`src/rtl/qlv_pkg.sv`:
```
package qlv_pkg;
   typedef enum logic {
      POL_AVAIL = 1'b0,
      POL_INTEG = 1'b1
   } policy_e;

   localparam int NUM_LANES = 4;
   localparam int LN_AX     = 0;
   localparam int LN_AY     = 1;
   localparam int LN_BX     = 2;
   localparam int LN_BY     = 3;
endpackage

```
`src/rtl/qlv_lane_deser.sv`:
```
module qlv_lane_deser #(
   parameter int WORD_W      = 32,
   parameter int DAT_W       = 2,
   parameter int SYNC_STAGES = 2
) (
   input  logic              clk,
   input  logic              rst_n,
   input  logic              win_start,
   input  logic              tmo_expire,
   input  logic              lane_clk,
   input  logic [DAT_W-1:0]  lane_dat,
   input  logic              fault_clr,
   output logic [WORD_W-1:0] word,
   output logic              done,
   output logic              seen,
   output logic              fault
);
   localparam int BEATS = WORD_W / DAT_W;
   localparam int CNT_W = (BEATS > 1) ? $clog2(BEATS) : 1;

   if (SYNC_STAGES < 2) begin : g_bad_sync
      $error("SYNC_STAGES must be at least 2");
   end

   logic [SYNC_STAGES-1:0]            ck_s;
   logic [SYNC_STAGES-1:0][DAT_W-1:0] dt_s;
   logic                              ck_last;
   logic                              rise;
   logic [CNT_W-1:0]                  beat;

   always_ff @(posedge clk) begin
      if (!rst_n) begin
         ck_s    <= '0;
         dt_s    <= '0;
         ck_last <= 1'b0;
      end else begin
         ck_s    <= {ck_s[SYNC_STAGES-2:0], lane_clk};
         dt_s    <= {dt_s[SYNC_STAGES-2:0], lane_dat};
         ck_last <= ck_s[SYNC_STAGES-1];
      end
   end

   assign rise = ck_s[SYNC_STAGES-1] & ~ck_last;

   always_ff @(posedge clk) begin
      if (!rst_n) begin
         word <= '0;
         beat <= '0;
         done <= 1'b0;
         seen <= 1'b0;
      end else if (win_start) begin
         word <= '0;
         beat <= '0;
         done <= 1'b0;
         seen <= 1'b0;
      end else if (rise && !done) begin
         seen <= 1'b1;
         word <= {word[WORD_W-DAT_W-1:0], dt_s[SYNC_STAGES-1]};
         beat <= beat + 1'b1;
         if (beat == CNT_W'(BEATS - 1)) begin
            done <= 1'b1;
         end
      end
   end

   always_ff @(posedge clk) begin
      if (!rst_n) begin
         fault <= 1'b0;
      end else if (tmo_expire && !seen) begin
         fault <= 1'b1;
      end else if (fault_clr) begin
         fault <= 1'b0;
      end
   end


   done_needs_edge_chk: assert property (@(posedge clk) disable iff (!rst_n)
      done |-> seen);


   beat_parked_chk: assert property (@(posedge clk) disable iff (!rst_n)
      done |-> (beat == '0));


   word_frozen_chk: assert property (@(posedge clk) disable iff (!rst_n)
      (done && !win_start) |=> $stable(word));
endmodule

```
`src/rtl/qlv_win_timer.sv`:
```
module qlv_win_timer #(
   parameter int TMO_W = 12
) (
   input  logic             clk,
   input  logic             rst_n,
   input  logic             win_start,
   input  logic [TMO_W-1:0] tmo_limit,
   output logic             tmo_expire
);
   logic             running;
   logic [TMO_W-1:0] cnt;

   assign tmo_expire = running && (cnt == tmo_limit);

   always_ff @(posedge clk) begin
      if (!rst_n) begin
         running <= 1'b0;
         cnt     <= '0;
      end else if (win_start) begin
         running <= 1'b1;
         cnt     <= '0;
      end else if (tmo_expire) begin
         running <= 1'b0;
      end else if (running) begin
         cnt <= cnt + 1'b1;
      end
   end


   expire_single_chk: assert property (@(posedge clk) disable iff (!rst_n)
      (tmo_expire && !win_start) |=> !tmo_expire);
endmodule

```
`src/rtl/qlv_xvote.sv`:
```
module qlv_xvote
   import qlv_pkg::*;
#(
   parameter int WORD_W = 32
) (
   input  logic                            clk,
   input  logic                            rst_n,
   input  logic                            win_start,
   input  policy_e                         pol,
   input  logic                            tmo_expire,
   input  logic [NUM_LANES-1:0][WORD_W-1:0] lane_word,
   input  logic [NUM_LANES-1:0]            lane_done,
   output logic [WORD_W-1:0]               word_out,
   output logic                            word_stb,
   output logic                            word_err,
   output logic [3:0]                      mismatch
);
   logic        busy;
   policy_e     pol_q;
   logic        decide;
   logic        eq_a, eq_b, eq_d1, eq_d2;
   logic        ok_a, ok_b, ok_d1, ok_d2;
   logic        acc;
   logic [WORD_W-1:0] sel;
   logic [3:0]  mm;

   assign eq_a  = lane_word[LN_AX] == lane_word[LN_AY];
   assign eq_b  = lane_word[LN_BX] == lane_word[LN_BY];
   assign eq_d1 = lane_word[LN_AX] == lane_word[LN_BY];
   assign eq_d2 = lane_word[LN_AY] == lane_word[LN_BX];

   assign ok_a  = lane_done[LN_AX] & lane_done[LN_AY] & eq_a;
   assign ok_b  = lane_done[LN_BX] & lane_done[LN_BY] & eq_b;
   assign ok_d1 = lane_done[LN_AX] & lane_done[LN_BY] & eq_d1;
   assign ok_d2 = lane_done[LN_AY] & lane_done[LN_BX] & eq_d2;

   assign mm[0] = lane_done[LN_AX] & lane_done[LN_AY] & ~eq_a;
   assign mm[1] = lane_done[LN_BX] & lane_done[LN_BY] & ~eq_b;
   assign mm[2] = lane_done[LN_AX] & lane_done[LN_BY] & ~eq_d1;
   assign mm[3] = lane_done[LN_AY] & lane_done[LN_BX] & ~eq_d2;

   always_comb begin
      acc = 1'b0;
      sel = lane_word[LN_AX];
      if (pol_q == POL_INTEG) begin
         acc = ok_a & ok_b & ok_d1;
      end else if (ok_a) begin
         acc = 1'b1;
      end else if (ok_b) begin
         acc = 1'b1;
         sel = lane_word[LN_BX];
      end else if (ok_d1) begin
         acc = 1'b1;
      end else if (ok_d2) begin
         acc = 1'b1;
         sel = lane_word[LN_AY];
      end
   end

   assign decide = busy & ((&lane_done) | tmo_expire);

   always_ff @(posedge clk) begin
      if (!rst_n) begin
         busy     <= 1'b0;
         pol_q    <= POL_AVAIL;
         word_out <= '0;
         word_stb <= 1'b0;
         word_err <= 1'b0;
         mismatch <= '0;
      end else if (win_start) begin
         busy     <= 1'b1;
         pol_q    <= pol;
         word_stb <= 1'b0;
         word_err <= 1'b0;
      end else begin
         word_stb <= decide & acc;
         word_err <= decide & ~acc;
         if (decide) begin
            busy     <= 1'b0;
            mismatch <= mm;
            if (acc) begin
               word_out <= sel;
            end
         end
      end
   end


   stb_err_excl_chk: assert property (@(posedge clk) disable iff (!rst_n)
      !(word_stb && word_err));


   stb_single_chk: assert property (@(posedge clk) disable iff (!rst_n)
      word_stb |=> !word_stb);


   result_in_window_chk: assert property (@(posedge clk) disable iff (!rst_n)
      (word_stb || word_err) |-> $past(busy));


   integ_agree_chk: assert property (@(posedge clk) disable iff (!rst_n)
      (word_stb && pol_q == POL_INTEG) |-> (mismatch == 4'b0000));


   err_holds_word_chk: assert property (@(posedge clk) disable iff (!rst_n)
      word_err |-> $stable(word_out));
endmodule

```
`src/rtl/xcheck_bus_rx.sv`:
```
module xcheck_bus_rx #(
   parameter int WORD_W      = 32,
   parameter int DAT_W       = 2,
   parameter int SYNC_STAGES = 2,
   parameter int TMO_W       = 12
) (
   input  logic                   clk,
   input  logic                   rst_n,
   input  logic [3:0]             lane_clk,
   input  logic [4*DAT_W-1:0]     lane_dat,
   input  logic                   win_start,
   input  logic                   win_integrity,
   input  logic [TMO_W-1:0]       tmo_limit,
   input  logic [3:0]             fault_clr,
   output logic [WORD_W-1:0]      word_out,
   output logic                   word_stb,
   output logic                   word_err,
   output logic [3:0]             mismatch,
   output logic [3:0]             lane_fault
);
   import qlv_pkg::*;

   if (WORD_W % DAT_W != 0) begin : g_bad_width
      $error("WORD_W must be a multiple of DAT_W");
   end
   if (WORD_W <= DAT_W) begin : g_bad_short
      $error("WORD_W must exceed DAT_W");
   end

   logic                             tmo_expire;
   logic [NUM_LANES-1:0][WORD_W-1:0] lane_word;
   logic [NUM_LANES-1:0]             lane_done;
   logic [NUM_LANES-1:0]             lane_seen;

   qlv_win_timer #(.TMO_W(TMO_W)) u_timer (
      .clk        (clk),
      .rst_n      (rst_n),
      .win_start  (win_start),
      .tmo_limit  (tmo_limit),
      .tmo_expire (tmo_expire)
   );

   for (genvar g = 0; g < NUM_LANES; g++) begin : g_lane
      qlv_lane_deser #(
         .WORD_W      (WORD_W),
         .DAT_W       (DAT_W),
         .SYNC_STAGES (SYNC_STAGES)
      ) u_deser (
         .clk        (clk),
         .rst_n      (rst_n),
         .win_start  (win_start),
         .tmo_expire (tmo_expire),
         .lane_clk   (lane_clk[g]),
         .lane_dat   (lane_dat[g*DAT_W +: DAT_W]),
         .fault_clr  (fault_clr[g]),
         .word       (lane_word[g]),
         .done       (lane_done[g]),
         .seen       (lane_seen[g]),
         .fault      (lane_fault[g])
      );


      fault_after_tmo_chk: assert property (@(posedge clk) disable iff (!rst_n)
         $rose(lane_fault[g]) |-> ($past(tmo_expire) && !$past(lane_seen[g])));
   end

   qlv_xvote #(.WORD_W(WORD_W)) u_vote (
      .clk        (clk),
      .rst_n      (rst_n),
      .win_start  (win_start),
      .pol        (policy_e'(win_integrity)),
      .tmo_expire (tmo_expire),
      .lane_word  (lane_word),
      .lane_done  (lane_done),
      .word_out   (word_out),
      .word_stb   (word_stb),
      .word_err   (word_err),
      .mismatch   (mismatch)
   );
endmodule

```
`config.mk`:
```
export PLATFORM = sky130hd
export DESIGN_NAME = xcheck_bus_rx
export DESIGN_NICKNAME = d
export VERILOG_FILES = /design/src/rtl/qlv_pkg.sv /design/src/rtl/qlv_lane_deser.sv /design/src/rtl/qlv_win_timer.sv /design/src/rtl/qlv_xvote.sv /design/src/rtl/xcheck_bus_rx.sv
export SDC_FILE = /design/constraint.sdc
export NUM_CORES = 1
export LEC_CHECK = 0
export ABC_AREA = 1
export BUFFER_PORTS_ARGS = -buffer_cell sky130_fd_sc_hd__buf_4
export CAP_MARGIN = 20
export CORE_ASPECT_RATIO = 0.75
export CORE_UTILIZATION = 47
export CTS_CLUSTER_DIAMETER = 200
export DETAILED_ROUTE_END_ITERATION = 7
export GPL_TIMING_DRIVEN = 0
export HOLD_SLACK_MARGIN = 0.12
export PLACE_DENSITY = 0.73
export SETUP_SLACK_MARGIN = 0.2
export SYNTH_ARGS = -nofsm -noshare
export SYNTH_HDL_FRONTEND = slang
export SYNTH_HIERARCHICAL = 1
export SYNTH_SLANG_ARGS = --single-unit
```
`constraint.sdc`:
```
create_clock -name clk -period 2 [get_ports clk]
set_input_delay 0.1 -clock clk [delete_from_list [all_inputs] [get_ports clk]]
set_output_delay 0.1 -clock clk [all_outputs]
set_load 0.05 [all_outputs]
```
== Yosys cells after proc, flatten, opt, wreduce, memory -nomap -nowiden ==
Cells that the tools add are included.
Storage, ports and cells
  bits in registers: 237
  bits of input ports: 32
Cells by class
  add/sub/neg operators: 5
  equal/unequal tests: 9
  multiplexer cells: 22
  bitwise logic cells: 34
  reduce and logical (&&, ||, !) cells: 32
Operators by type and width (number)
  $mux W32: 5
  $eq A32 B32 Y1: 4
  $and A1 B1 Y1: 21
  $mux W1: 17
  $add A4 B1 Y4 const B: 4
  $eq A4 B4 Y1 const B: 4
  $add A12 B1 Y12 const B: 1
  $eq A12 B12 Y1: 1
  $not A1 Y1: 12
  $reduce_and A2 Y1: 6
  $reduce_bool A2 Y1: 6
  $logic_and A1 B1 Y1: 9
  $logic_not A1 Y1: 8
  $reduce_and A4 Y1: 1
  $reduce_and A3 Y1: 1
  $reduce_or A2 Y1: 1
  $or A1 B1 Y1: 1

== Logic depth before layout (Yosys ltp) ==
  word-level depth: 9
  gate-level depth with buffers: 16
  gate-level depth less buffers: 16

== Cells and area by module ==
The synthesis kept the hierarchy.
By module, submodules not included
  qlv_lane_deser: instances 4, cells each 205, area an instance 1657.8 µm²
  qlv_xvote: instances 1, cells each 815, area an instance 4509.3 µm²
  qlv_win_timer: instances 1, cells each 163, area an instance 953.4 µm²

== Least setup slack after synthesis ==
No wires, ideal clock.
  path type: register to register
  start point: register u_timer.cnt[2]
  end point: register u_vote.word_out[19]
  library setup time: 113 ps
  arrival time: 1982 ps
  data required time: 1887 ps
  path slack: -95 ps
  stages on the path, launching flop included: 16
  path buffers: 3
  clock period less this slack: 2095 ps
  cell sequence: dfxtp_1 > buf_2 > inv_1 > nand2_1 > nand2_1 > nand2_1 > nor2_1 > nand3_2 > buf_2 > nor2_1 > a21oi_1 > nor2_1 > clkbuf_1 > nand3_1 > nor2_1 > nor2_1
Between the ends
  longest elaborated chain between the ends: 5
Ends and longest elaborated chain
  start, declared: RTL line qlv_win_timer.sv:11  | logic [TMO_W-1:0] cnt;
  start signal, assigned: RTL line qlv_win_timer.sv:25  | cnt <= cnt + 1'b1;
  $eq A12 B12 Y1: RTL line qlv_win_timer.sv:13  | assign tmo_expire = running && (cnt == tmo_limit);
  $logic_and A1 B1 Y1: RTL line qlv_win_timer.sv:13
  named net tmo_expire: RTL line xcheck_bus_rx.sv:30  | logic tmo_expire;
  $or A1 B1 Y1: RTL line qlv_xvote.sv:60  | assign decide = busy & ((&lane_done) | tmo_expire);
  $and A1 B1 Y1: RTL line qlv_xvote.sv:60
  $reduce_and A3 Y1 (no source line)
  end signal, assigned: RTL line qlv_xvote.sv:82  | word_out <= sel;
  end, declared: RTL line qlv_xvote.sv:13  | output logic [WORD_W-1:0] word_out,
The timed path passes the listed nets, and every way through them passes these cells.
A chain may end at the register's enable or synchronous reset.

== Worst setup path after layout ==
  start point: register g_lane[1].u_deser.word[8]
  end point: register u_vote.word_out[1]
Between the ends
  longest elaborated chain between the ends: 8
Ends and longest elaborated chain
  start, declared: RTL line qlv_lane_deser.sv:13  | output logic [WORD_W-1:0] word,
  start signal, assigned: RTL line qlv_lane_deser.sv:58  | word <= {word[WORD_W-DAT_W-1:0], dt_s[SYNC_STAGES-1]};
  $eq A32 B32 Y1: RTL line qlv_xvote.sv:30  | assign eq_d2 = lane_word[LN_AY] == lane_word[LN_BX];
  $and A1 B1 Y1: RTL line qlv_xvote.sv:35  | assign ok_d2 = lane_done[LN_AY] & lane_done[LN_BX] & eq_d2;
  $mux W1: RTL line qlv_xvote.sv:54  | end else if (ok_d2) begin
  $mux W1: RTL line qlv_xvote.sv:52  | end else if (ok_d1) begin
  $mux W1: RTL line qlv_xvote.sv:49  | end else if (ok_b) begin
  $mux W1: RTL line qlv_xvote.sv:47  | end else if (ok_a) begin
  $mux W1: RTL line qlv_xvote.sv:45  | if (pol_q == POL_INTEG) begin
  $reduce_and A3 Y1 (no source line)
Parallel ways exist; a longest one is shown, timed or not.

==> results.sh <==
export IMPL_status="complete, but fails checks"
export IMPL_violations="setup timing"
export IMPL_cap_viol_max_count=0
export IMPL_grt_pass1_wl_um=57900
export IMPL_routed_wl_um=37600
export IMPL_vias=12000
export IMPL_clk_path_buf_depth=3
export IMPL_finalMaxSlewViolations=0
export IMPL_path_clk_slew_ns=0.06
export IMPL_drtPass1Iterations=5
export IMPL_syn_area_per_cell_sq_um=6.73
export IMPL_synth_cells=1798
export IMPL_hold_class="in2reg"
export IMPL_routed_via_density=5.19
export IMPL_clock_sinks=237
export IMPL_htreeDepth=1
export IMPL_yosys_area_share_adder_pct=0.517
export IMPL_min_period_ns=2.27
export IMPL_remaining_drc_errors=0
export IMPL_row_count=50
export IMPL_drt_iter0_markers=1172
export IMPL_gr_usage_all_layers_pct=27.6
export IMPL_synth_xor_area_share_pct=8.04
export IMPL_setup_ws_ns=-0.274
export IMPL_end_kind="flip-flop"
export IMPL_antenna_found_initial=0
export IMPL_crit_arrival_ns=2.68
export IMPL_place_detailed_hpwl_um=25700
export IMPL_placed_cells=2209
export IMPL_dieArea_sq_um=26400
export IMPL_gp_congestion=0.967
export IMPL_ant_nets=0
export IMPL_tritoncts="yes"
export IMPL_cp_required_ns=2.41
export IMPL_cts_buffers=24
export IMPL_finalCritPeriodShare_pct=114
export IMPL_power_density_nw_per_um2=623
export IMPL_fp_dieW_um=187
export IMPL_io_buffers=73
export IMPL_fin_cells=2315
export IMPL_nets=2000
export IMPL_yosysSeqAreaShare_pct=39.2
export IMPL_cp_start_kind="flip-flop"
export IMPL_synth_top_family_by_area="simple AND/OR/NAND/NOR gates"
export IMPL_mostFrequentLayoutCells="nand2_1, inv_1, a21oi_1"
export IMPL_synth_simple_gate_area_share_pct=33.5
export IMPL_area_delta_synth_final_pct=30.1
export IMPL_io_pins=74
export IMPL_worst_r2r_setup_slack_ns=-0.27
export IMPL_synth_cell_type_count=26
export IMPL_cp_max_fo=5
export IMPL_diodes=0
export IMPL_drive_gt1_share_pct=26.8
export IMPL_worstSkewPairLatency_ns=0.53
export IMPL_tightest_slew_ns=0.634
export IMPL_post_place_ws_ns=-0.837
export IMPL_fin_util_pct=62.7
export IMPL_power_leakage_nw=6.62
export IMPL_finalClockSkew_ns=0.0200
export IMPL_die_y_um=141
export IMPL_max_slew_margin_pct=57.7
export IMPL_synth_warnings=6
export IMPL_fmax_ghz=0.440
export IMPL_root_buffer="clkbuf_16"
export IMPL_worstSetupPathType="reg2reg"
export IMPL_syn_nets=1835
export IMPL_synth_area_sq_um=12100
export IMPL_layout_commonest_cell="nand2_1"
export IMPL_core_area_sq_um=25100
export IMPL_finalSetupViolations=38
export IMPL_vdd_drop_max_mv=0.483
export IMPL_rsz0062_at_grt="yes"
export IMPL_muxShareOfSynthArea_pct=0
export IMPL_yosys_register_bits=237
export IMPL_hold_viol_final=0
export IMPL_synth_compound_area_share_pct=8.94
export IMPL_grt_max_degree=15
export IMPL_first_global_vias=10800
export IMPL_initial_core_util_pct=48.2
export IMPL_drt_wirelength_per_cell_um=16.2
export IMPL_overflow=0
-- path summary, 6_finish.rpt --
path	to	from	cells after the start
min reg2reg	g_lane[0].u_deser/ck_s[1]	g_lane[0].u_deser/ck_s[0]	2
max reg2reg	u_vote/word_out[1]	g_lane[1].u_deser/word[8]	14
max	u_vote/word_out[1]	g_lane[1].u_deser/word[8]	14
min	u_timer/cnt[0]	tmo_limit[0]	9
-- cells in the mapped netlist, drive strengths merged --
library cell,count,area share (%)
xnor2,108,7.8
nor2,118,4.2
clkbuf,18,0.56
a21oi,200,8.5
buf,60,3.4
nand2,749,24
inv,185,5.7
clkinv,1,0.031
nand3,34,1.5
dfxtp,237,39
nand4,35,1.9
nand3b,35,2.3
o21ai,10,0.41
ha,5,0.52
xor2,3,0.22
-- kinds of logic (layout without fill, tap and decap cells) --
group | Yosys count | in the layout
fa+ha+maj | 5 | 5
compound gates | 210 | 210
buf+inv | 264 | 443
simple gates | 971 | 971
flops | 237 | 237
xor+xnor | 111 | 111
-- critical path, stage by stage, from the launching register on --
cell and delay [ns]:
dfxtp_2 0.41, xnor2_1 0.15, nand2_1 0.11, nor2_2 0.18, nand2_2 0.11, nor2_4 0.13, nand3_4 0.12, nor2_4 0.13
nand2_2 0.06, nand2_2 0.08, nand3_4 0.12, buf_12 0.17, buf_12 0.14, a21oi_4 0.20, nor2_2 0.05
-- sequential cells by signal, summed over array words and instances (netlist names) --
name and flops:
u_timer/cnt 12, g_lane.u_deser/dt_s 16, g_lane.u_deser/done 4, u_vote/word_err 1, g_lane.u_deser/beat 16, u_vote/mismatch 4
g_lane.u_deser/word 128, g_lane.u_deser/seen 4, u_vote/word_out 32, u_vote/busy 1, u_vote/word_stb 1, g_lane.u_deser/ck_last 4
g_lane.u_deser/ck_s 8, g_lane.u_deser/fault 4, u_vote/pol_q 1, u_timer/running 1
-- report_power, final --
group | switching, W | internal [W]
Sequential | 0.0000228 | 0.00470
Clock | 0.00188 | 0.00271
Combinational | 0.000308 | 0.000191
Total | 0.00221 | 0.00759
-- layout make-up --
type / count / area (sq um)
inverter: 186 / 698
multi-input combinational: 1297 / 6910
clock inverter: 8 / 129
timing repair buffer: 139 / 1270
buffer: 78 / 638
fill: 2158 / 9350
sequential: 237 / 5010
clock buffer: 32 / 662
tap: 338 / 423
-- metal layers --
metal / GRT usage, % / up-vias / share of wire [%] / wire, um
met5: 0 / - / 0 / 0
met4: 7.64 / 0 / 2.1 / 780
met3: 5.78 / 67 / 8.7 / 3260
met2: 43.5 / 464 / 45 / 16800
met1: 38.2 / 5583 / 44 / 16700
li1: - / 5903 / - / -
-- per-stage QoR --
stage | TNS, ns | hold WS [ns] | instance area [sq um] | power, W
final | -7.17 | 0.227 | 15700 | 0.00981
after global routing | -9.72 | 0.293 | 15700 | 0.0101
after CTS | -3.81 | 0.210 | 15200 | 0.00987
after detailed placement | -21.30 | 0.286 | 13100 | 0.00530
after global placement | -20.15 | 0.280 | 13100 | 0.00529
after floorplan | 0 | 0.198 | 12100 | 0.00514
-- what timing repair did --
item	CTS	global route
endpoints found under the hold margin	44	0
pin swaps	44	57
endpoints found under the setup margin	38	42
resized for setup	251	159
buffers inserted	25	3
gates cloned	5	1
hold buffers	32	0
Note: power is estimated with default switching activity, not from simulation.
